File: src/rtl/irq_arb_pkg.sv
package irq_arb_pkg;

    // Implemented priority bits and the 8-bit field that holds them
    localparam int PRIO_W  = 4;
    localparam int FIELD_W = 8;

    // Internal rank: smaller is more urgent.
    // 0 reset (never taken here), 1 non-maskable, 2 hard fault,
    // 3.. configurable, last one the thread level.
    localparam int LVL_W = PRIO_W + 2;
    typedef logic [LVL_W-1:0] lvl_t;

    localparam lvl_t LVL_NMI    = lvl_t'(1);
    localparam lvl_t LVL_FAULT  = lvl_t'(2);
    localparam lvl_t LVL_THREAD = lvl_t'((1 << PRIO_W) + 3);

    localparam int VEC_W = 8;
    localparam logic [VEC_W-1:0] VEC_NMI      = VEC_W'(2);
    localparam logic [VEC_W-1:0] VEC_EXT_BASE = VEC_W'(16);

    // Register word offsets
    localparam int REG_CTRL      = 0;
    localparam int REG_THRESH    = 1;
    localparam int REG_ENABLE    = 2;
    localparam int REG_PEND_SET  = 3;
    localparam int REG_PEND_CLR  = 4;
    localparam int REG_PRIO_BASE = 8;

    typedef struct packed {
        logic              mask_all;
        logic [PRIO_W-1:0] thresh;
    } ctrl_t;

    typedef struct packed {
        logic             valid;
        logic             is_nmi;
        lvl_t             lvl;
        logic [VEC_W-1:0] vec;
    } take_t;

    function automatic lvl_t cfg_level(input logic [PRIO_W-1:0] p);
        return lvl_t'(p) + LVL_FAULT + lvl_t'(1);
    endfunction

    function automatic logic thr_blocks(input logic [PRIO_W-1:0] p,
                                        input logic [PRIO_W-1:0] t);
        return (t != '0) && (p >= t);
    endfunction

endpackage

File: src/rtl/irq_pend_bank.sv
module irq_pend_bank #(
    parameter int N = 32
) (
    input  logic         clk,
    input  logic         rst,
    input  logic [N-1:0] req,
    input  logic [N-1:0] sw_set,
    input  logic [N-1:0] sw_clr,
    input  logic [N-1:0] ack_clr,
    output logic [N-1:0] pend
);

    logic [N-1:0] req_q;
    logic [N-1:0] rise;
    logic [N-1:0] pend_d;

    assign rise = req & ~req_q;

    // Clears apply first, then any set source wins
    assign pend_d = (pend & ~(sw_clr | ack_clr)) | rise | sw_set;

    always_ff @(posedge clk) begin
        if (rst) begin
            req_q <= '0;
            pend  <= '0;
        end else begin
            req_q <= req;
            pend  <= pend_d;
        end
    end

    // An edge always leaves its line pending on the next cycle
    assert_edge_latches_R3: assert property (@(posedge clk) disable iff (rst)
        (rise != '0) |=> ((pend & $past(rise)) == $past(rise)));

endmodule

File: src/rtl/irq_prio_select.sv
module irq_prio_select
    import irq_arb_pkg::*;
#(
    parameter int N  = 32,
    localparam int IW = $clog2(N)
) (
    input  logic                clk,
    input  logic                rst,
    input  logic [N-1:0]        elig,
    input  logic [N*PRIO_W-1:0] prio_flat,
    output logic                found,
    output logic [IW-1:0]       win_idx,
    output logic [PRIO_W-1:0]   win_prio
);

    // Linear scan: strict compare keeps the lowest index on ties
    always_comb begin
        found    = 1'b0;
        win_idx  = '0;
        win_prio = '0;
        for (int i = 0; i < N; i++) begin
            if (elig[i] && (!found || prio_flat[i*PRIO_W +: PRIO_W] < win_prio)) begin
                found    = 1'b1;
                win_idx  = IW'(i);
                win_prio = prio_flat[i*PRIO_W +: PRIO_W];
            end
        end
    end

    assert_winner_eligible_R4: assert property (@(posedge clk) disable iff (rst)
        found |-> elig[win_idx]);

    assert_none_when_idle_R4: assert property (@(posedge clk) disable iff (rst)
        (elig == '0) |-> !found);

endmodule

File: src/rtl/irq_level_stack.sv
module irq_level_stack
    import irq_arb_pkg::*;
#(
    parameter int DEPTH = 16,
    localparam int SP_W = $clog2(DEPTH + 1),
    localparam int IW   = $clog2(DEPTH)
) (
    input  logic clk,
    input  logic rst,
    input  logic take,
    input  lvl_t take_lvl,
    input  logic done,
    output lvl_t active_lvl
);

    lvl_t            stk [DEPTH];
    logic [SP_W-1:0] sp_q;
    lvl_t            base_lvl;
    logic [SP_W-1:0] base_sp;
    logic            push;
    lvl_t            nxt_lvl;
    logic [SP_W-1:0] nxt_sp;

    // Completion is applied before a same-cycle take
    always_comb begin
        base_lvl = active_lvl;
        base_sp  = sp_q;
        if (done && active_lvl != LVL_THREAD) begin
            if (sp_q == '0) begin
                base_lvl = LVL_THREAD;
            end else begin
                base_lvl = stk[IW'(sp_q - 1'b1)];
                base_sp  = sp_q - 1'b1;
            end
        end
        push    = take && (base_lvl != LVL_THREAD) && (base_sp < SP_W'(DEPTH));
        nxt_sp  = push ? base_sp + 1'b1 : base_sp;
        nxt_lvl = take ? take_lvl : base_lvl;
    end

    always_ff @(posedge clk) begin
        if (rst) begin
            active_lvl <= LVL_THREAD;
            sp_q       <= '0;
        end else begin
            active_lvl <= nxt_lvl;
            sp_q       <= nxt_sp;
        end
    end

    always_ff @(posedge clk) begin
        if (push) stk[base_sp[IW-1:0]] <= base_lvl;
    end

    assert_thread_means_empty_R9: assert property (@(posedge clk) disable iff (rst)
        (active_lvl == LVL_THREAD) |-> (sp_q == '0));

    assert_stack_bounded_R9: assert property (@(posedge clk) disable iff (rst)
        sp_q <= SP_W'(DEPTH));

endmodule

File: src/rtl/irq_prio_arbiter.sv
module irq_prio_arbiter
    import irq_arb_pkg::*;
#(
    parameter int NUM_LINES   = 32,
    parameter int ADDR_W      = 5,
    parameter int DATA_W      = 32,
    parameter int STACK_DEPTH = 16,
    localparam int IDX_W = $clog2(NUM_LINES),
    localparam int FPW   = DATA_W / FIELD_W
) (
    input  logic                 clk,
    input  logic                 rst,
    input  logic                 reg_we,
    input  logic [ADDR_W-1:0]    reg_addr,
    input  logic [DATA_W-1:0]    reg_wdata,
    output logic [DATA_W-1:0]    reg_rdata,
    input  logic [NUM_LINES-1:0] irq_req,
    input  logic                 nmi_req,
    input  logic                 core_ack,
    input  logic                 core_done,
    input  logic                 core_sleep,
    output logic                 take_valid,
    output logic [VEC_W-1:0]     take_vector,
    output logic                 wake
);

    ctrl_t                     ctrl_q;
    logic [NUM_LINES-1:0]      en_q;
    logic [PRIO_W-1:0]         prio_q [NUM_LINES];
    logic [NUM_LINES*PRIO_W-1:0] prio_flat;
    logic [NUM_LINES-1:0]      thr_blk;
    logic [NUM_LINES-1:0]      pend;
    logic [NUM_LINES-1:0]      elig;
    logic [NUM_LINES-1:0]      sw_set, sw_clr, ack_clr;
    logic                      nmi_pend;
    logic                      nmi_ack;
    logic                      found;
    logic [IDX_W-1:0]          win_idx;
    logic [PRIO_W-1:0]         win_prio;
    lvl_t                      active_lvl;
    take_t                     take_s;
    logic                      core_take;

    // ---------------- register writes ----------------
    always_ff @(posedge clk) begin
        if (rst) begin
            ctrl_q <= '0;
            en_q   <= '0;
            for (int i = 0; i < NUM_LINES; i++) prio_q[i] <= '0;
        end else if (reg_we) begin
            if (reg_addr == ADDR_W'(REG_CTRL))   ctrl_q.mask_all <= reg_wdata[0];
            if (reg_addr == ADDR_W'(REG_THRESH)) ctrl_q.thresh   <= reg_wdata[FIELD_W-1 -: PRIO_W];
            if (reg_addr == ADDR_W'(REG_ENABLE)) en_q            <= reg_wdata[NUM_LINES-1:0];
            for (int i = 0; i < NUM_LINES; i++) begin
                if (reg_addr == ADDR_W'(REG_PRIO_BASE + i / FPW))
                    prio_q[i] <= reg_wdata[(i % FPW)*FIELD_W + FIELD_W - 1 -: PRIO_W];
            end
        end
    end

    assign sw_set = (reg_we && reg_addr == ADDR_W'(REG_PEND_SET)) ? reg_wdata[NUM_LINES-1:0] : '0;
    assign sw_clr = (reg_we && reg_addr == ADDR_W'(REG_PEND_CLR)) ? reg_wdata[NUM_LINES-1:0] : '0;

    // ---------------- register reads ----------------
    always_comb begin
        reg_rdata = '0;
        if (reg_addr == ADDR_W'(REG_CTRL))   reg_rdata[0] = ctrl_q.mask_all;
        if (reg_addr == ADDR_W'(REG_THRESH)) reg_rdata[FIELD_W-1 -: PRIO_W] = ctrl_q.thresh;
        if (reg_addr == ADDR_W'(REG_ENABLE)) reg_rdata[NUM_LINES-1:0] = en_q;
        if (reg_addr == ADDR_W'(REG_PEND_SET) || reg_addr == ADDR_W'(REG_PEND_CLR))
            reg_rdata[NUM_LINES-1:0] = pend;
        for (int i = 0; i < NUM_LINES; i++) begin
            if (reg_addr == ADDR_W'(REG_PRIO_BASE + i / FPW))
                reg_rdata[(i % FPW)*FIELD_W + FIELD_W - 1 -: PRIO_W] = prio_q[i];
        end
    end

    // ---------------- per-line filtering ----------------
    for (genvar g = 0; g < NUM_LINES; g++) begin : g_line
        assign prio_flat[g*PRIO_W +: PRIO_W] = prio_q[g];
        assign thr_blk[g] = thr_blocks(prio_q[g], ctrl_q.thresh);
    end

    assign elig = pend & en_q & ~thr_blk;

    // ---------------- pending latches ----------------
    irq_pend_bank #(.N(NUM_LINES)) u_pend (
        .clk     (clk),
        .rst     (rst),
        .req     (irq_req),
        .sw_set  (sw_set),
        .sw_clr  (sw_clr),
        .ack_clr (ack_clr),
        .pend    (pend)
    );

    irq_pend_bank #(.N(1)) u_nmi (
        .clk     (clk),
        .rst     (rst),
        .req     (nmi_req),
        .sw_set  (1'b0),
        .sw_clr  (1'b0),
        .ack_clr (nmi_ack),
        .pend    (nmi_pend)
    );

    // ---------------- winner and preemption ----------------
    irq_prio_select #(.N(NUM_LINES)) u_sel (
        .clk       (clk),
        .rst       (rst),
        .elig      (elig),
        .prio_flat (prio_flat),
        .found     (found),
        .win_idx   (win_idx),
        .win_prio  (win_prio)
    );

    irq_level_stack #(.DEPTH(STACK_DEPTH)) u_stk (
        .clk        (clk),
        .rst        (rst),
        .take       (core_take),
        .take_lvl   (take_s.lvl),
        .done       (core_done),
        .active_lvl (active_lvl)
    );

    always_comb begin
        take_s = '0;
        if (nmi_pend && active_lvl > LVL_NMI) begin
            take_s.valid  = 1'b1;
            take_s.is_nmi = 1'b1;
            take_s.lvl    = LVL_NMI;
            take_s.vec    = VEC_NMI;
        end else if (!ctrl_q.mask_all && found && cfg_level(win_prio) < active_lvl) begin
            take_s.valid = 1'b1;
            take_s.lvl   = cfg_level(win_prio);
            take_s.vec   = VEC_EXT_BASE + VEC_W'(win_idx);
        end
    end

    assign core_take   = core_ack && take_s.valid;
    assign nmi_ack     = core_take && take_s.is_nmi;
    assign ack_clr     = (core_take && !take_s.is_nmi)
                         ? ({{(NUM_LINES-1){1'b0}}, 1'b1} << win_idx) : '0;
    assign take_valid  = take_s.valid;
    assign take_vector = take_s.vec;
    assign wake        = core_sleep && (nmi_pend || found);

    // ---------------- assertions ----------------
    assert_nmi_offered_R8: assert property (@(posedge clk) disable iff (rst)
        (nmi_pend && active_lvl != LVL_NMI) |-> (take_valid && take_vector == VEC_NMI));

    assert_mask_blocks_cfg_R6: assert property (@(posedge clk) disable iff (rst)
        ctrl_q.mask_all |-> (!take_valid || take_vector == VEC_NMI));

    assert_take_preempts_R7: assert property (@(posedge clk) disable iff (rst)
        take_valid |-> (take_s.lvl < active_lvl));

    assert_take_wakes_R10: assert property (@(posedge clk) disable iff (rst)
        (core_sleep && take_valid) |-> wake);

    assert_vector_zero_idle_R4: assert property (@(posedge clk) disable iff (rst)
        !take_valid |-> (take_vector == '0));

endmodule

File: config.mk
export PLATFORM = sky130hd
export DESIGN_NAME = irq_prio_arbiter
export DESIGN_NICKNAME = d
export VERILOG_FILES = /design/src/rtl/irq_arb_pkg.sv /design/src/rtl/irq_pend_bank.sv /design/src/rtl/irq_prio_select.sv /design/src/rtl/irq_level_stack.sv /design/src/rtl/irq_prio_arbiter.sv
export SDC_FILE = /design/constraint.sdc
export NUM_CORES = 1
export LEC_CHECK = 0
export BUFFER_PORTS_ARGS = -buffer_cell sky130_fd_sc_hd__clkbuf_2
export CAP_MARGIN = 20
export CORE_MARGIN = 2
export CORE_UTILIZATION = 50
export DETAILED_ROUTE_END_ITERATION = 10
export PLACE_DENSITY = 0.67
export SYNTH_ARGS = -nofsm -noshare
export SYNTH_HDL_FRONTEND = slang
export SYNTH_SLANG_ARGS = --single-unit
File: constraint.sdc
create_clock -name clk -period 66.3 [get_ports clk]
set_input_delay 6.63 -clock clk [delete_from_list [all_inputs] [get_ports clk]]
set_output_delay 6.63 -clock clk [all_outputs]
set_load 0.02 [all_outputs]
==> results.md, run 1 <==
* Final Hold Slack at 0.474 ns
* Post-synth top area share at 0.272
* CTS tree: built
* First-pass GRT wire length at 131000 um
* Final Non-Filler Cells at approximately 3400
* Worst reg-to-reg path cell count at 244
* H-tree depth at 2
* Slew Limit Fails at 0
* Syn Inst Count at 2655
* Via density at 6.64
* Num Clock Sinks at 338
* Post-detail-place hpwl at a little under 70000 um
* I/O Pins at 118
* Post-CTS setup repair buffer count at 0
* Dpl ws at 7.52 ns
* Routed wl met2 at between 30000 and 40000 um
* Reg-to-Reg End: u_stk.stk[13][2]
* Slack of the critical path at 5.96 ns
* Total Wirelength at 87700 um
* EDFF count, synth at 224
* WL per Instance at 25.6 um
* F_max at 0.0166 GHz
* Hold Path Depth at 2
* Clock root cell: clkbuf_16
* WL met1 at 35600 um
* LEAKAGE at 10.3 nW
* Post-route antenna net violation count at 0
* Area Growth Syn to Fin at 9.31%
* WHS Endpoint: en_q[2]
* Setup crit end kind: primary output
* Skew final at 0.0244 ns
* Overflow after GRT at 0
* I/O Buffers at 115
* Row Count at roughly 80
* Hold_buf cts at 0
* Worst Path Max Fanout at 23
* Core Area at 48800 um^2
* Die height at between 200 and 250 um
* Top layer in use: met5
* Worst-Skew Late Latency at about 0.55 ns
* # Max-Cap Violations at 0
* Gr usage total at 0.339
* CP max stage cell: or4_1
* Via count of the routed design at 22700
* Worst stage delay on the critical path at 0.91 ns
* Worst path arrival time at about 54 ns
* Yosys Warn Count at 0
* Pwr/cell area at 19.1 nW/um^2
* Vias in the first global route at 21200
* Top post-synthesis cells by count: 280 x nand2_1, 224 x edfxtp_1, 213 x a21oi_1, 201 x nor2_1, 186 x ha_1
* CTS Buf Count at 35
* Drt drc at 0
* Cells after DPL at approximately 3400
* Final hold vios at 0
* Wire length on met3 at ~8800 um
* Design Area, Final at 27000 um^2
* Top post-synthesis cells by area: edfxtp_1 27%, ha_1 9.4%, dfxtp_1 9.2%
* DRT Pass-1 Iters at 7
* Area leader, netlist: edfxtp_1
* Kind of critical path: flop to primary output
* Total negative setup slack at 0 ns
* Worst-margin pin slew at 1.03 ns
* Synth Register Bits at 338
* Min-Delay Path Class: flop to flop
* Worst-case clock buffer depth at 3
* Die area at 51200 um^2
* Synth Flop Type: edfxtp_1
* Nets@finish at 2991
* Syn avg cell area at 9.31 um^2
* Worst R2R Start: ctrl_q[0]
* Period Utilization, post-route at 0.910
* Max-slew headroom at 0.309
* Most repeated cell in the gate-level netlist after synthesis: nand2_1
* Sequential share of the synthesized area at 0.365
* Most numerous cell on the critical path: ha_1
* Largest net degree at the start of global routing at 72
* Area of the mapped netlist at 24700 um^2
* Async set-reset flop share out of synthesis at 0
* Share of cells above drive strength 1 at 0.126
* Synth unique cells at 126
* Routability Congestion at between 1 and 1.5
* WP data required at 59.67 ns
* Die X at 226 um
* Initial antenna violation count at 4
* Starting DRT DRC Count at around 3300
* Critical Path Source Type: flop
* Status: completed
* Post_cts resized at 0
* Initial core utilization at 0.506
* Cell Area, Placed at 25800 um^2
* RSZ-0062 raised after global routing: no
* Final setup viols at 0
* Max VDD drop at roughly 32 uV
* Min Clock Period, post-route at 60.34 ns
* Clock transition at the registers of the reported paths at 0.06 ns
* Flop2flop setup slack at approximately 12 ns
* Hold Startpoint: en_q[2]
## worst max-delay path by stage
| stage | slack [ns] | endpoint | startpoint |
|---|---|---|---|
| after CTS | 6.79 | take_vector[2] | ctrl_q[0] |
| final | 5.96 | take_vector[2] | ctrl_q[0] |
| after global placement | 8.90 | take_vector[0] | ctrl_q[0] |
| after detailed placement | 7.52 | take_vector[2] | ctrl_q[0] |
| after floorplan | 14.09 | take_vector[1] | ctrl_q[0] |
| after global routing | 0.78 | take_vector[2] | ctrl_q[0] |
## layout make-up
class / count / area, um^2
Fill cell: 4448 / 21800
Multi-Input combinational cell: 2075 / 14700
Sequential cell: 338 / 9010
Clock buffer: 44 / 910
Tap cell: 664 / 831
Timing Repair Buffer: 143 / 812
Inverter: 136 / 510
Clock inverter: 20 / 223
Antenna cell: 3 / 7.51
## metal layers
layer,GRT usage,vias to the layer above
met2,0.533,1301
li1,-,10300
met5,0,-
met3,0.0546,241
met4,0.142,2
met1,0.463,10900
## logic make-up after synthesis
kind of cell	count (synthesis)	share of synthesized area
xor+xnor	13	0.00491
other cells	1	0.000152
mux	84	0.0501
compound gates	893	0.261
fa+ha+maj	206	0.102
simple gates	877	0.175
buf+inv	243	0.0426
flops	338	0.365
## report_power, final
part	internal [W]	switching, W	leakage, nW	total (W)
Combinational	0.0000258	0.0000419	6.76	0.0000677
Clock	0.000111	0.0000861	0.550	0.000197
Sequential	0.000233	0.0000178	3.03	0.000251
Total	0.000370	0.000146	10.3	0.000516
## layout by cell type (no fill, tap or decap), types with 28 or more instances in the layout
cell type  netlist  layout
nor3_1          35      32
nand3_1         50      50
a22o_1          28      28
clkbuf_2         2     114
o21ai_0         94      94
edfxtp_1       224     224
nand2b_1        59      59
a211oi_1        28      28
nor2_1         201     201
nand2_1        280     279
a21o_1          80      80
inv_1          136     136
nor2b_1         78      78
ha_1           186     186
a21boi_0        36      36
a222oi_1        31      31
dfxtp_1        114     113
a31oi_1         31      31
and3_1          35      35
clkbuf_16        0      35
o211ai_1        46      46
mux2i_1         31      31
a21oi_1        213     213
a311oi_1        36      36
o21a_1          28      28
## registers in the layout (all words and copies together), names as in the netlist
| signal | cells |
|---|---|
| ctrl_q | 5 |
| en_q | 32 |
| prio_q | 128 |
| u_nmi.pend | 1 |
| u_nmi.req_q | 1 |
| u_pend.pend | 32 |
| u_pend.req_q | 32 |
| u_stk.active_lvl | 6 |
| u_stk.sp_q | 5 |
| u_stk.stk | 96 |
## metrics by stage
step | utilization | power [W]
2_1_floorplan | - | 0.000291
3_3_place_gp | 0.529 | 0.000318
3_5_place_dp | 0.529 | 0.000320
4_1_cts | 0.552 | 0.000513
5_1_grt | 0.553 | 0.000530
6_report | 0.553 | 0.000516
## critical path: cells and delay by family (launching register included)
kind / cells / cell delay [ns]
buffers and inverters: 22 / 1.88
adder cells (fa/ha/maj): 32 / 8.87
multiplexers: 6 / 1.44
AO/OA/AOI/OAI: 110 / 25.76
flip-flops: 1 / 0.49
XOR/XNOR: 1 / 0.19
AND/OR/NAND/NOR: 73 / 14.59
No activity file was read; power rests on OpenSTA's default activity.
==> inputs of run 2 (changes only) <==
--- a/config.mk
+++ b/config.mk
@@ -9,8 +9,10 @@
 export CAP_MARGIN = 20
 export CORE_MARGIN = 2
 export CORE_UTILIZATION = 50
+export CTS_CLUSTER_SIZE = 12
 export DETAILED_ROUTE_END_ITERATION = 10
-export PLACE_DENSITY = 0.67
+export PLACE_DENSITY = 0.64
 export SYNTH_ARGS = -nofsm -noshare
 export SYNTH_HDL_FRONTEND = slang
+export SYNTH_HIERARCHICAL = 1
 export SYNTH_SLANG_ARGS = --single-unit
==> run 2 against run 1 <==
Design area increased by 6.2%. Register-to-register slack got worse by 1.4 ns. Setup slack got worse by 0.38 ns. Non-clock buffer count decreased by 2. Critical path type unchanged. Largest power group unchanged. Highest routed layer unchanged. Area after synthesis increased by 6.7%. Power increased by 15%. Clock power increased by 6%. Fmax decreased by 0.63%. Sequential share of layout area decreased by 1.9 points.
==> results.md, run 2 <==
* Clock transition at the registers of the reported paths at 0.06 ns (about the same)
* Starting DRT DRC Count at 2651 (was 3349)
* Yosys Warn Count at 6 (was 0)
* Flop pwr share at 0.434 (was 0.486)
* WP data required at 59.67 ns (about the same)
* Most frequent cells in the layout: 261 x nand2_1, 224 x edfxtp_1, 220 x nor2_1 (was 279 x nand2_1, 224 x edfxtp_1, 213 x a21oi_1)
* Synth unique cells at 146 (was 126)
* Logic pwr share at 0.215 (was 0.131)
* Area leader, netlist: edfxtp_1 (unchanged)
* Most numerous cell on the critical path: ha_1 (unchanged)
* Routability Congestion at 0.967 (was 1.03)
* Min-Delay Path Class: flop to flop (unchanged)
* EDFF count, synth at 224 (unchanged)
* Overflow after GRT at 0 (unchanged)
* Critical Path Source Type: flop (unchanged)
* Final Hold Slack at 0.482 ns (was 0.474 ns)
* Final setup viols at 0 (unchanged)
* Synth Register Bits at 338 (unchanged)
* I/O Buffers at 115 (unchanged)
* Top post-synthesis cells by area: edfxtp_1 26%, ha_1 8.8%, dfxtp_1 8.7% (was edfxtp_1 27%, ha_1 9.4%, dfxtp_1 9.2%)
* Skew final at 0.0245 ns (was 0.0244 ns)
* I/O Pins at 118 (unchanged)
* Post-route antenna net violation count at 0 (unchanged)
* Worst path arrival time at 54.09 ns (was 53.71 ns)
* Dpl ws at 7.50 ns (was 7.52 ns)
* Kind of critical path: flop to primary output (unchanged)
* Clock root cell: clkbuf_16 (unchanged)
* Worst-case clock buffer depth at 3 (unchanged)
* CP max stage cell: a2111oi_0 (was or4_1)
* Power share of the clock group at 0.351 (was 0.382)
* Post-detail-place hpwl at 69700 um (was 67700 um)
* Worst-Skew Late Latency at 0.57 ns (was 0.55 ns)
* Sequential share of the synthesized area at 0.342 (was 0.365)
* Async set-reset flop share out of synthesis at 0 (unchanged)
* Post_cts resized at 0 (unchanged)
* DRT Pass-1 Iters at 6 (was 7)
* Hold_buf cts at 0 (unchanged)
* Slack of the critical path at 5.58 ns (was 5.96 ns)
* Max-slew headroom at 0.234 (was 0.309)
* Min Clock Period, post-route at 60.72 ns (was 60.34 ns)
* Final hold vios at 0 (unchanged)
* Vias in the first global route at 22100 (was 21200)
* Share of cells above drive strength 1 at 0.127 (was 0.126)
* Area Growth Syn to Fin at 8.74% (was 9.31%)
* H-tree depth at 2 (unchanged)
* Nets@finish at 3198 (was 2991)
* Number of flip-flops under the largest register name at 128 (unchanged)
* Die X at 234 um (was 226 um)
* Top post-synthesis cells by count: 261 x nand2_1, 224 x edfxtp_1, 220 x nor2_1, 200 x inv_1, 190 x a21oi_1 (was 280 x nand2_1, 224 x edfxtp_1, 213 x a21oi_1, 201 x nor2_1, 186 x ha_1)
* Internal power at 0.000409 W (was 0.000370 W)
* Worst Path Max Fanout at 20 (was 23)
* Gr usage total at 0.332 (was 0.339)
* Die area at 54600 um^2 (was 51200 um^2)
* Area of the mapped netlist at 26400 um^2 (was 24700 um^2)
* Num Clock Sinks at 338 (unchanged)
* Max VDD drop at 26.6 uV (was 31.8 uV)
* WL per Instance at 25.0 um (was 25.6 um)
* Worst stage delay on the critical path at 0.70 ns (was 0.91 ns)
* Post-CTS setup repair buffer count at 0 (unchanged)
* Initial antenna violation count at 5 (was 4)
* Commonest non-fill, non-tap cell in the layout: nand2_1 (unchanged)
* Net Sw Frac at 0.312 (was 0.283)
* Row Count at 84 (was 81)
* Slew Limit Fails at 0 (unchanged)
* Initial core utilization at 0.504 (was 0.506)
* Psw at 0.000186 W (was 0.000146 W)
* Setup crit end kind: primary output (unchanged)
* CTS tree: built (unchanged)
* Die height at 234 um (was 226 um)
* Via density at 6.52 (was 6.64)
* F_max at 0.0165 GHz (was 0.0166 GHz)
* Synth Flop Type: edfxtp_1 (unchanged)
* Largest net degree at the start of global routing at 58 (was 72)
* Core Area at 52300 um^2 (was 48800 um^2)
* Total negative setup slack at 0 ns (unchanged)
* Syn Inst Count at 2865 (was 2655)
* Period Utilization, post-route at 0.916 (was 0.910)
* Top reg by flops: prio_q (unchanged)
* First-pass GRT wire length at 137000 um (was 131000 um)
* RSZ-0062 raised after global routing: no (unchanged)
* CTS Buf Count at 38 (was 35)
* Pwr/cell area at 20.7 nW/um^2 (was 19.1 nW/um^2)
* Total Wirelength at 91500 um (was 87700 um)
* Via count of the routed design at 23800 (was 22700)
* Worst-margin pin slew at 1.15 ns (was 1.03 ns)
* Filler Cell Count at 4755 (was 4448)
* Syn avg cell area at 9.20 um^2 (was 9.31 um^2)
* # Max-Cap Violations at 0 (unchanged)
* LEAKAGE at 11.3 nW (was 10.3 nW)
* Post-synth top area share at 0.255 (was 0.272)
* Drt drc at 0 (unchanged)
* Most repeated cell in the gate-level netlist after synthesis: nand2_1 (unchanged)
* Status: completed (unchanged)
## run 2: cell types whose count changed after synthesis, sizes merged, moves of 22 or more
cell,change
nand2b,+53
or3b,+37
o211a,+32
and2,+60
a222oi,-30
o21ai,+30
o211ai,-22
inv,+64
nor3,+24
a311oi,-31
## run 2: power by group through the flow
stage               combinational [W]  clock, W  sequential (W)
finish                       0.000128  0.000209        0.000258
global route                 0.000140  0.000219        0.000259
CTS                          0.000124  0.000211        0.000257
detailed placement           0.000123         0        0.000262
global placement             0.000120         0        0.000261
floorplan                   0.0000953         0        0.000252
## run 2: logic make-up (layout without fill, tap and decap cells)
group,count (synthesis),count (layout),synth area share
simple gates,1046,1046,0.211
compound gates,864,864,0.248
flops,338,338,0.342
buf+inv,314,409,0.0521
fa+ha+maj,200,200,0.0935
mux,90,90,0.0496
xor+xnor,12,12,0.00399
other cells,1,7,0.000142
## run 2: per-stage QoR
stage / cells / power, W / instance area (um^2) / util
5_1_grt: 3652 / 0.000618 / 28700 / 0.548
4_1_cts: 3648 / 0.000593 / 28600 / 0.546
2_1_floorplan: 2869 / 0.000347 / 26400 / -
3_3_place_gp: 3581 / 0.000382 / 27400 / 0.523
6_report: 3654 / 0.000595 / 28700 / 0.548
3_5_place_dp: 3581 / 0.000385 / 27400 / 0.523
## run 2: worst max-delay path, delay by kind of cell (launching register included)
kind,cells,cell delay [ns]
mux,15,4.37
buf+inv,26,2.00
compound gates,106,25.31
simple gates,73,11.93
fa+ha+maj,34,9.39
flops,1,0.44
## run 2: per-layer routing
metal / share of wire / track usage
met5: 0.00059 / 0
met2: 0.42 / 0.480
met3: 0.10 / 0.0721
met4: 0.027 / 0.0862
met1: 0.45 / 0.498
## run 2: final timing paths
kind | start | to | slack (ns) | cells past startpoint
max | prio_q[0][0] | take_vector[1] | 5.58 | 254
min | en_q[11] | en_q[11] | 0.48 | 2
min reg2reg | en_q[11] | en_q[11] | 0.48 | 2
max reg2reg | prio_q[0][0] | u_stk/stk[0][1] | 11.06 | 258
## run 2: final cells by class
| cell class | instances | area [um^2] | area share |
|---|---|---|---|
| diodes | 2 | 5.00 | 0.000175 |
| flip-flops and latches | 338 | 9010 | 0.314 |
| multi-input cells | 2217 | 16000 | 0.558 |
| clock buffers | 54 | 1060 | 0.0371 |
| well taps | 688 | 861 | 0.0300 |
| clock inverters | 13 | 143 | 0.00497 |
| inverters | 201 | 754 | 0.0263 |
| repair buffers | 141 | 831 | 0.0290 |
